--- src/rtl/blx_pkg.sv ---
package blx_pkg;
  typedef enum logic [1:0] {
    KIND_NONE = 2'd0,
    KIND_WO   = 2'd1,
    KIND_DQ   = 2'd2,
    KIND_CMD  = 2'd3
  } latch_kind_e;
endpackage

--- src/rtl/blx_sync.sv ---
module blx_sync #(
  parameter int   STAGES  = 2,
  parameter logic IDLE_LV = 1'b1
) (
  input  logic clk,
  input  logic rst,
  input  logic async_in,
  output logic level,
  output logic rise,
  output logic fall
);
  logic [STAGES-1:0] chain;
  logic              prev;

  always_ff @(posedge clk) begin
    if (rst) begin
      chain <= {STAGES{IDLE_LV}};
      prev  <= IDLE_LV;
    end else begin
      chain <= {chain[STAGES-2:0], async_in};
      prev  <= chain[STAGES-1];
    end
  end

  assign level = chain[STAGES-1];
  assign rise  = level & ~prev;
  assign fall  = ~level & prev;
endmodule

--- src/rtl/blx_host_if.sv ---
module blx_host_if #(
  parameter int BUS_W       = 8,
  parameter int SYNC_STAGES = 2
) (
  input  logic             clk,
  input  logic             rst,
  input  logic [BUS_W-1:0] bus_in,
  input  logic             ale,
  input  logic             rd_n,
  input  logic             wr_n,
  input  logic [BUS_W-1:0] rd_byte,
  input  logic             rd_ok,
  output logic [BUS_W-1:0] sel,
  output logic [BUS_W-1:0] wdata,
  output logic             wr_commit,
  output logic [BUS_W-1:0] bus_out,
  output logic             bus_oe
);
  localparam int NSTROBE = 3;
  localparam int S_ALE = 0;
  localparam int S_RD  = 1;
  localparam int S_WR  = 2;

  logic [NSTROBE-1:0] strobe_raw;
  logic [NSTROBE-1:0] strobe_lvl;
  logic [NSTROBE-1:0] strobe_rise;
  logic [NSTROBE-1:0] strobe_fall;
  logic [BUS_W-1:0]   bus_q;
  logic [BUS_W-1:0]   idx_hold;

  assign strobe_raw = {wr_n, rd_n, ale};

  for (genvar g = 0; g < NSTROBE; g++) begin : g_sync
    blx_sync #(
      .STAGES (SYNC_STAGES),
      .IDLE_LV((g == S_ALE) ? 1'b0 : 1'b1)
    ) i_sync (
      .clk     (clk),
      .rst     (rst),
      .async_in(strobe_raw[g]),
      .level   (strobe_lvl[g]),
      .rise    (strobe_rise[g]),
      .fall    (strobe_fall[g])
    );
  end

  always_ff @(posedge clk) begin
    if (rst) begin
      bus_q     <= '0;
      idx_hold  <= '0;
      sel       <= '0;
      wdata     <= '0;
      wr_commit <= 1'b0;
      bus_oe    <= 1'b0;
      bus_out   <= '1;
    end else begin
      bus_q <= bus_in;
      if (strobe_lvl[S_ALE]) idx_hold <= bus_q;
      if (strobe_fall[S_ALE]) sel <= idx_hold;
      if (!strobe_lvl[S_WR]) wdata <= bus_q;
      wr_commit <= strobe_rise[S_WR];
      bus_oe    <= !strobe_lvl[S_RD] && rd_ok;
      bus_out   <= (!strobe_lvl[S_RD] && rd_ok) ? rd_byte : '1;
    end
  end

  AST_SEL_HELD: assert property (@(posedge clk) disable iff (rst)
    !strobe_fall[S_ALE] |=> $stable(sel)) else $error("select changed without ALE");

  AST_COMMIT_AFTER_STROBE: assert property (@(posedge clk) disable iff (rst)
    wr_commit |-> $past(strobe_lvl[S_WR]) && !$past(strobe_lvl[S_WR], 2)) else $error("commit without strobe release");

  logic unused_rise;
  assign unused_rise = |{strobe_rise[S_ALE], strobe_rise[S_RD], strobe_fall[S_RD], strobe_fall[S_WR]};
endmodule

--- src/rtl/blx_latch_bank.sv ---
module blx_latch_bank
  import blx_pkg::*;
#(
  parameter int BUS_W     = 8,
  parameter int WO_BYTES  = 3,
  parameter int DQ_BYTES  = 4,
  parameter int DQ_BASE   = 4,
  parameter int CMD_INDEX = 8,
  localparam int WO_W     = WO_BYTES * BUS_W,
  localparam int DQ_W     = DQ_BYTES * BUS_W
) (
  input  logic             clk,
  input  logic             rst,
  input  logic [BUS_W-1:0] sel,
  input  logic [BUS_W-1:0] wdata,
  input  logic             wr_commit,
  input  logic             cap_en,
  input  logic [DQ_W-1:0]  cap_data,
  output logic [WO_W-1:0]  wo_flat,
  output logic [DQ_W-1:0]  dq_flat,
  output logic             cmd_pulse,
  output logic [BUS_W-1:0] cmd_code,
  output logic [BUS_W-1:0] rd_byte,
  output logic             rd_ok
);
  latch_kind_e kind;
  int          sel_i;

  always_comb begin
    sel_i = int'(sel);
    if (sel_i < WO_BYTES)                                   kind = KIND_WO;
    else if (sel_i >= DQ_BASE && sel_i < DQ_BASE + DQ_BYTES) kind = KIND_DQ;
    else if (sel_i == CMD_INDEX)                            kind = KIND_CMD;
    else                                                    kind = KIND_NONE;
  end

  for (genvar i = 0; i < WO_BYTES; i++) begin : g_wo
    localparam logic [BUS_W-1:0] MY_IDX = BUS_W'(i);
    logic [BUS_W-1:0] q;
    always_ff @(posedge clk) begin
      if (rst) q <= '0;
      else if (wr_commit && kind == KIND_WO && sel == MY_IDX) q <= wdata;
    end
    assign wo_flat[i*BUS_W +: BUS_W] = q;
  end

  for (genvar j = 0; j < DQ_BYTES; j++) begin : g_dq
    localparam logic [BUS_W-1:0] MY_IDX = BUS_W'(DQ_BASE + j);
    logic [BUS_W-1:0] q;
    always_ff @(posedge clk) begin
      if (rst) q <= '0;
      else if (wr_commit && kind == KIND_DQ && sel == MY_IDX) q <= wdata;
      else if (cap_en) q <= cap_data[j*BUS_W +: BUS_W];
    end
    assign dq_flat[j*BUS_W +: BUS_W] = q;
  end

  always_ff @(posedge clk) begin
    if (rst) begin
      cmd_pulse <= 1'b0;
      cmd_code  <= '0;
    end else begin
      cmd_pulse <= wr_commit && kind == KIND_CMD;
      if (wr_commit && kind == KIND_CMD) cmd_code <= wdata;
    end
  end

  always_comb begin
    rd_byte = '1;
    for (int j = 0; j < DQ_BYTES; j++) begin
      if (sel == BUS_W'(DQ_BASE + j)) rd_byte = dq_flat[j*BUS_W +: BUS_W];
    end
  end
  assign rd_ok = (kind == KIND_DQ);

  AST_ONE_CLOCK_PULSE: assert property (@(posedge clk) disable iff (rst)
    cmd_pulse |=> !cmd_pulse) else $error("command pulse wider than one clock");

  AST_PULSE_HAS_CAUSE: assert property (@(posedge clk) disable iff (rst)
    cmd_pulse |-> $past(wr_commit)) else $error("command pulse without commit");

  AST_UNUSED_NO_EFFECT: assert property (@(posedge clk) disable iff (rst)
    (wr_commit && kind == KIND_NONE && !cap_en) |=> ($stable(wo_flat) && $stable(dq_flat) && !cmd_pulse))
    else $error("unused index write had an effect");

  AST_CAPTURE_LOADS: assert property (@(posedge clk) disable iff (rst)
    (cap_en && !wr_commit) |=> (dq_flat == $past(cap_data))) else $error("side load missed");
endmodule

--- src/rtl/bus_latch_expander.sv ---
module bus_latch_expander #(
  parameter int BUS_W       = 8,
  parameter int WO_BYTES    = 3,
  parameter int DQ_BYTES    = 4,
  parameter int DQ_BASE     = 4,
  parameter int CMD_INDEX   = 8,
  parameter int SYNC_STAGES = 2,
  localparam int WO_W       = WO_BYTES * BUS_W,
  localparam int DQ_W       = DQ_BYTES * BUS_W
) (
  input  logic             clk,
  input  logic             rst,
  input  logic [BUS_W-1:0] host_ad_in,
  output logic [BUS_W-1:0] host_ad_out,
  output logic             host_ad_oe,
  input  logic             host_ale,
  input  logic             host_rd_n,
  input  logic             host_wr_n,
  input  logic [DQ_W-1:0]  side_dq_in,
  input  logic             side_dq_load,
  output logic [WO_W-1:0]  side_wo,
  output logic [DQ_W-1:0]  side_dq,
  output logic             sdram_cmd_pulse,
  output logic [BUS_W-1:0] sdram_cmd_code
);
  logic [BUS_W-1:0] sel;
  logic [BUS_W-1:0] wdata;
  logic             wr_commit;
  logic [BUS_W-1:0] rd_byte;
  logic             rd_ok;

  blx_host_if #(
    .BUS_W      (BUS_W),
    .SYNC_STAGES(SYNC_STAGES)
  ) i_host_if (
    .clk      (clk),
    .rst      (rst),
    .bus_in   (host_ad_in),
    .ale      (host_ale),
    .rd_n     (host_rd_n),
    .wr_n     (host_wr_n),
    .rd_byte  (rd_byte),
    .rd_ok    (rd_ok),
    .sel      (sel),
    .wdata    (wdata),
    .wr_commit(wr_commit),
    .bus_out  (host_ad_out),
    .bus_oe   (host_ad_oe)
  );

  blx_latch_bank #(
    .BUS_W    (BUS_W),
    .WO_BYTES (WO_BYTES),
    .DQ_BYTES (DQ_BYTES),
    .DQ_BASE  (DQ_BASE),
    .CMD_INDEX(CMD_INDEX)
  ) i_latch_bank (
    .clk      (clk),
    .rst      (rst),
    .sel      (sel),
    .wdata    (wdata),
    .wr_commit(wr_commit),
    .cap_en   (side_dq_load),
    .cap_data (side_dq_in),
    .wo_flat  (side_wo),
    .dq_flat  (side_dq),
    .cmd_pulse(sdram_cmd_pulse),
    .cmd_code (sdram_cmd_code),
    .rd_byte  (rd_byte),
    .rd_ok    (rd_ok)
  );

  AST_DRIVE_ONLY_BIDIR: assert property (@(posedge clk) disable iff (rst)
    host_ad_oe |-> $past(rd_ok)) else $error("bus driven for a non-data latch");

  AST_IDLE_BYTE: assert property (@(posedge clk) disable iff (rst)
    !host_ad_oe |-> (host_ad_out == '1)) else $error("idle bus byte not all ones");
endmodule

--- config.mk ---
export PLATFORM = sky130hd
export DESIGN_NAME = bus_latch_expander
export DESIGN_NICKNAME = d
export VERILOG_FILES = /design/src/rtl/blx_pkg.sv /design/src/rtl/blx_sync.sv /design/src/rtl/blx_host_if.sv /design/src/rtl/blx_latch_bank.sv /design/src/rtl/bus_latch_expander.sv
export SDC_FILE = /design/constraint.sdc
export NUM_CORES = 1
export LEC_CHECK = 0
export BUFFER_PORTS_ARGS = -buffer_cell sky130_fd_sc_hd__clkbuf_2
export CORE_AREA = 2 2 95 165
export DETAILED_ROUTE_END_ITERATION = 6
export DIE_AREA = 0 0 97 167
export SLEW_MARGIN = 15
export SYNTH_ARGS = -nofsm -noshare
export SYNTH_HDL_FRONTEND = slang
export SYNTH_HIERARCHICAL = 1
export SYNTH_SLANG_ARGS = --single-unit
--- constraint.sdc ---
create_clock -name clk -period 2.1 [get_ports clk]
set_input_delay 0.42 -clock clk [delete_from_list [all_inputs] [get_ports clk]]
set_output_delay 0.42 -clock clk [all_outputs]
set_load 0.01 [all_outputs]
==> impl_metrics.toml, run 1 <==
[critical_path]
cp_max_fo = 12
cp-start-kind = "flip-flop"
arrival_ps = 2140
required_ps = 2380
critPathTopFamily = "flip-flops"
end_kind = "flip-flop"
cp_slowest_stage_delay_ps = 750
path_cells = "mux4_2 -> or2_2 -> nand2b_1"
path_buf_inv = 0
cpMaxStageDelayCell = "dfxtp_1"
path_class = "reg2reg"

[hold_path]
hp-class = "in2reg"

[layout]
final_cell_mix = "clkbuf_2 (118), dfxtp_1 (115), mux2i_1 (96), nor2_1 (50), nand2b_1 (48)"
drive_above_1_share_pct = 33.7
antenna_cells = 0
final_common_cell = "clkbuf_2"
synthToLayoutAreaGrowth_pct = 30.9
nets = 618
fin_cells = 767

[clock_tree]
cts_hold_buf = 0
cts.sinks = 115
cts_tree = "yes"
ctsResizeCount = 0
ctsLongestPathBuffers = 2
clk_latency_ps = 400
cts_root_buffer = "clkbuf_16"
htree_num_levels = 4
clkTransAtPathRegs_ps = 50
numCtsBuffers = 17
cts_setup_buffers = 0

[sta]
setup_viol = 0
timing.final.crit_share_pct = 88.8
rsz0062_at_grt = "false"
layout_min_cycle_time_ps = 1860
slew-limit-headroom_pct = 51.5
finalHoldViolations = 0
clock.fmax_mhz = 536
report.final.slew_viol_count = 0
tns_ps = 0
final.setup_skew_ps = 7.13
worst_pin_slew_ps = 727

[power_and_ir_drop]
pwr-share-clk_pct = 54.5
ir_drop_mv = 0.556
power_density_nw_per_um2 = 928
power_mw = 5.78
internal-power_mw = 4.63
p_comb_share_pct = 5.6
p_switching_mw = 1.14
swShare_pct = 19.8
leakage_nw = 3.12
p_seq_share_pct = 39.9

[grt]
grt_overflow = 0
grt_pass1_vias = 3630
grt_first_pass_wirelength_um = 19300
track_usage_pct = 15.2
grt_max_degree = 52
antenna_found_initial = 0

[detailed_routing]
antenna_left = 0
first_pass_iters = 4
drt_iter0_markers = 131
drcViolationCount = 0
via_per_inst = 4.63
routed_wirelength_um = 12000
wl_per_cell_um = 15.6
via_count = 3554

[synthesis]
yosys_warnings = 6
synth_cells = 451
synth_nets = 497
synthesis.area_um2 = 4750
synth_area_per_cell_um2 = 10.5

[floorplanning]
start_util_pct = 32.0
die_w_um = 97
ioPinCount = 120
coreArea_um2 = 14800
num_rows = 59
dieArea_um2 = 16200
fp.dieH_um = 167

[place]
place_inst = 736
place.port_buffers = 119
gp_congestion = 0.804
hpwl_um = 9050

[run_status]
outcome = "finished, final reports clean"

[flow_run]
maxCapViolCount = 0
layout make-up:
cell class	instances	area (um2)
Timing Repair Buffer	137	733
Inverter	25	93.8
Fill cell	1435	8620
Clock buffer	21	480
Sequential cell	115	2300
Multi-Input combinational cell	276	2210
Tap cell	183	229
Clock inverter	10	178
power groups by stage:
stage	sequential [mW]	combinational, mW	clock [mW]
final	2.30	0.325	3.15
after detailed placement	2.35	0.328	0
after CTS	2.30	0.329	3.21
after global routing	2.31	0.358	3.32
after floorplan	2.35	0.183	0
after global placement	2.35	0.321	0
per-layer routing:
metal	vias up	wire (um)	part of all wire [%]	global-route usage [%]
met5	-	0	0	0
met4	0	391	3.3	8.39
met3	21	515	4.3	4.07
met2	95	6440	54	27.1
met1	1687	4630	39	16.1
li1	1751	-	-	-
registers in the layout, summed over array words and instances, names as in the netlist, 6 cells and up:
name / count
i_latch_bank/g_dq.q: 32
i_host_if/bus_q: 8
i_host_if/g_sync.i_sync/chain: 6
i_host_if/sel: 8
i_host_if/wdata: 8
i_host_if/bus_out: 8
i_latch_bank/g_wo.q: 24
i_latch_bank/cmd_code: 8
i_host_if/idx_hold: 8
worst paths after layout:
kind                                                  startpoint                                             end  slack [ps]  depth (start not counted)
setup / recovery                   i_host_if/sel[0]$_SDFFE_PP0P_                 i_host_if/bus_out[3]$_SDFF_PP1_         240                          3
hold / removal                                         host_wr_n  i_host_if/g_sync[2].i_sync/chain[0]$_SDFF_PP1_         200                          2
setup reg to reg                   i_host_if/sel[0]$_SDFFE_PP0P_                 i_host_if/bus_out[3]$_SDFF_PP1_         240                          3
hold reg to reg   i_host_if/g_sync[2].i_sync/chain[0]$_SDFF_PP1_  i_host_if/g_sync[2].i_sync/chain[1]$_SDFF_PP1_         400                          1
through the flow:
stage / setup WS, ps / util [%] / instance area [um2] / hold WS, ps
3_3_place_gp: 239 / 37.5 / 5560 / 387
4_1_cts: 209 / 41.9 / 6220 / 186
3_5_place_dp: 215 / 37.5 / 5560 / 391
2_1_floorplan: 492 / - / 4750 / 383
5_1_grt: 81.2 / 41.9 / 6220 / 203
6_report: 236 / 41.9 / 6220 / 202
Power figures use the tool's default switching activity.
==> inputs of run 2 (changes only) <==
Clock period 2.1 ns to 1.6 ns, I/O delays scaled along.
==> impl_metrics.toml, run 2 (synthesis results as in run 1) <==
[hold_path]
hp-class = "in2reg"
hold_depth = 2
worst_hold_startpoint = "host_wr_n"
min_to = "i_host_if/g_sync[2].i_sync/chain[0]$_SDFF_PP1_"

[detailed_routing]
wl_per_cell_um = 15.6
antenna_left = 0
drcViolationCount = 0
routed_wirelength_um = 12100
first_pass_iters = 4
via_per_inst = 4.60
via_count = 3567
drt_iter0_markers = 157

[sta]
rsz0062_at_grt = "false"
slew-limit-headroom_pct = 65.3
timing.final.crit_share_pct = 95.5
clock.fmax_mhz = 654
final.setup_skew_ps = 6.59
layout_min_cycle_time_ps = 1530
worst_pin_slew_ps = 520
report.final.slew_viol_count = 0
tns_ps = 0
setup_viol = 0
finalHoldViolations = 0

[layout]
top_regs = "i_latch_bank/g_dq.q x32, i_latch_bank/g_wo.q x24"
fill_cells = 1407
nets = 626
final_common_cell = "clkbuf_2"
drive_above_1_share_pct = 34.9
antenna_cells = 0
top_register = "i_latch_bank/g_dq.q"
synthToLayoutAreaGrowth_pct = 33.1
largest_reg_flops = 32
final_cell_mix = "clkbuf_2 (118), dfxtp_1 (114), mux2i_1 (96), nor2_1 (50), nand2b_1 (48)"
fin_cells = 776

[power_and_ir_drop]
leakage_nw = 3.17
ir_drop_mv = 0.829
power_density_nw_per_um2 = 1190

[clock_tree]
numCtsBuffers = 17
htree_num_levels = 4
cts.sinks = 115
clk_latency_ps = 400
cts_tree = "yes"
clkTransAtPathRegs_ps = 50
ctsLongestPathBuffers = 2
cts_hold_buf = 0
cts_root_buffer = "clkbuf_16"

[grt]
track_usage_pct = 15.3
grt_overflow = 0
grt_pass1_vias = 3692
antenna_found_initial = 0
grt_max_degree = 57
grt_first_pass_wirelength_um = 19400

[critical_path]
worst-r2r-setup-slack_ps = 70
cp_max_fo = 8
end_kind = "flip-flop"
cp-start-kind = "flip-flop"
path_class = "reg2reg"
arrival_ps = 1820
regToRegEndpoint = "i_host_if/bus_out[6]$_SDFF_PP1_"
required_ps = 1890
worstRegToRegCells = 4
reg2reg_from = "i_host_if/sel[0]$_SDFFE_PP0P_"

[place]
place_inst = 743
gp_congestion = 0.813
hpwl_um = 9110
place.port_buffers = 119

[floorplanning]
die_w_um = 97
fp.dieH_um = 167
num_rows = 59
ioPinCount = 120
start_util_pct = 32.0
dieArea_um2 = 16200
coreArea_um2 = 14800

[flow_run]
maxCapViolCount = 0

[run_status]
outcome = "finished, final reports clean"
run 2: cell types whose count changed in the layout (fill, tap and decap cells not counted):
cell / before / now
dfxtp_2: 0 / 1
dfxtp_1: 115 / 114
buf_12: 0 / 4
bufinv_16: 5 / 4
buf_4: 19 / 23
inv_6: 0 / 2
clkinv_4: 0 / 2
clkinv_2: 4 / 2
run 2: worst max path at each step:
stage | from | endpoint | slack (ps) | cells past startpoint
3_5_place_dp | i_host_if/sel[0]$_SDFFE_PP0P_ | i_host_if/bus_out[6]$_SDFF_PP1_ | 20 | 4
4_1_cts | i_host_if/sel[0]$_SDFFE_PP0P_ | i_host_if/bus_out[6]$_SDFF_PP1_ | 10 | 4
5_1_grt | i_host_if/sel[0]$_SDFFE_PP0P_ | i_latch_bank/g_wo[2].q[1]$_SDFFE_PP0P_ | 5 | 6
3_3_place_gp | i_host_if/sel[0]$_SDFFE_PP0P_ | i_host_if/bus_out[7]$_SDFF_PP1_ | 80 | 4
6_report | i_host_if/sel[0]$_SDFFE_PP0P_ | i_host_if/bus_out[6]$_SDFF_PP1_ | 70 | 4
2_1_floorplan | i_host_if/sel[7]$_SDFFE_PP0P_ | i_host_if/bus_out[0]$_SDFF_PP1_ | 30 | 5
run 2: final cells by class:
cell class                      instances  area (um2)  share of cell area, %
Sequential cell                       115        2300                   36.4
Multi-Input combinational cell        276        2210                   34.9
Timing Repair Buffer                  145         843                   13.3
Clock buffer                           21         480                   7.59
Tap cell                              183         229                   3.62
Clock inverter                         11         173                   2.73
Inverter                               25        93.8                   1.48
run 2: routing by layer:
metal / vias to the layer above / GRT usage, % / wire length (um)
met5: - / 0 / 0
met4: 0 / 6.00 / 153
met3: 11 / 3.82 / 496
met2: 80 / 28.6 / 6660
met1: 1711 / 16.1 / 4820
li1: 1765 / - / -
run 2: report_power, final:
part	switching, mW	internal (mW)
sequential	0.0718	2.95
combinational	0.206	0.222
clock	1.31	2.78
run 2: worst max-delay path, stage by stage, from the launching register on:
cell and delay [ps]:
dfxtp_2 350, buf_12 140, mux4_2 480, or2_2 290, nand2b_1 160
run 2: repair_timing:
action                                  in CTS  in global routing
buffers inserted                             0                  1
endpoints found under the setup margin       0                 11
endpoints found under the hold margin        0                  0
gates resized for setup                      0                  1
run 2: through the flow:
stage / util, % / setup slack (ps) / cell area (um2) / power (mW) / hold WS [ps]
floorplan: - / 34.6 / 4760 / 3.32 / 383
global placement: 38.2 / 83.7 / 5670 / 3.51 / 391
detailed placement: 38.2 / 18.7 / 5670 / 3.52 / 397
CTS: 42.6 / 9.77 / 6320 / 7.62 / 103
global route: 42.7 / 5.16 / 6330 / 7.80 / 121
finish: 42.7 / 71.5 / 6330 / 7.54 / 115
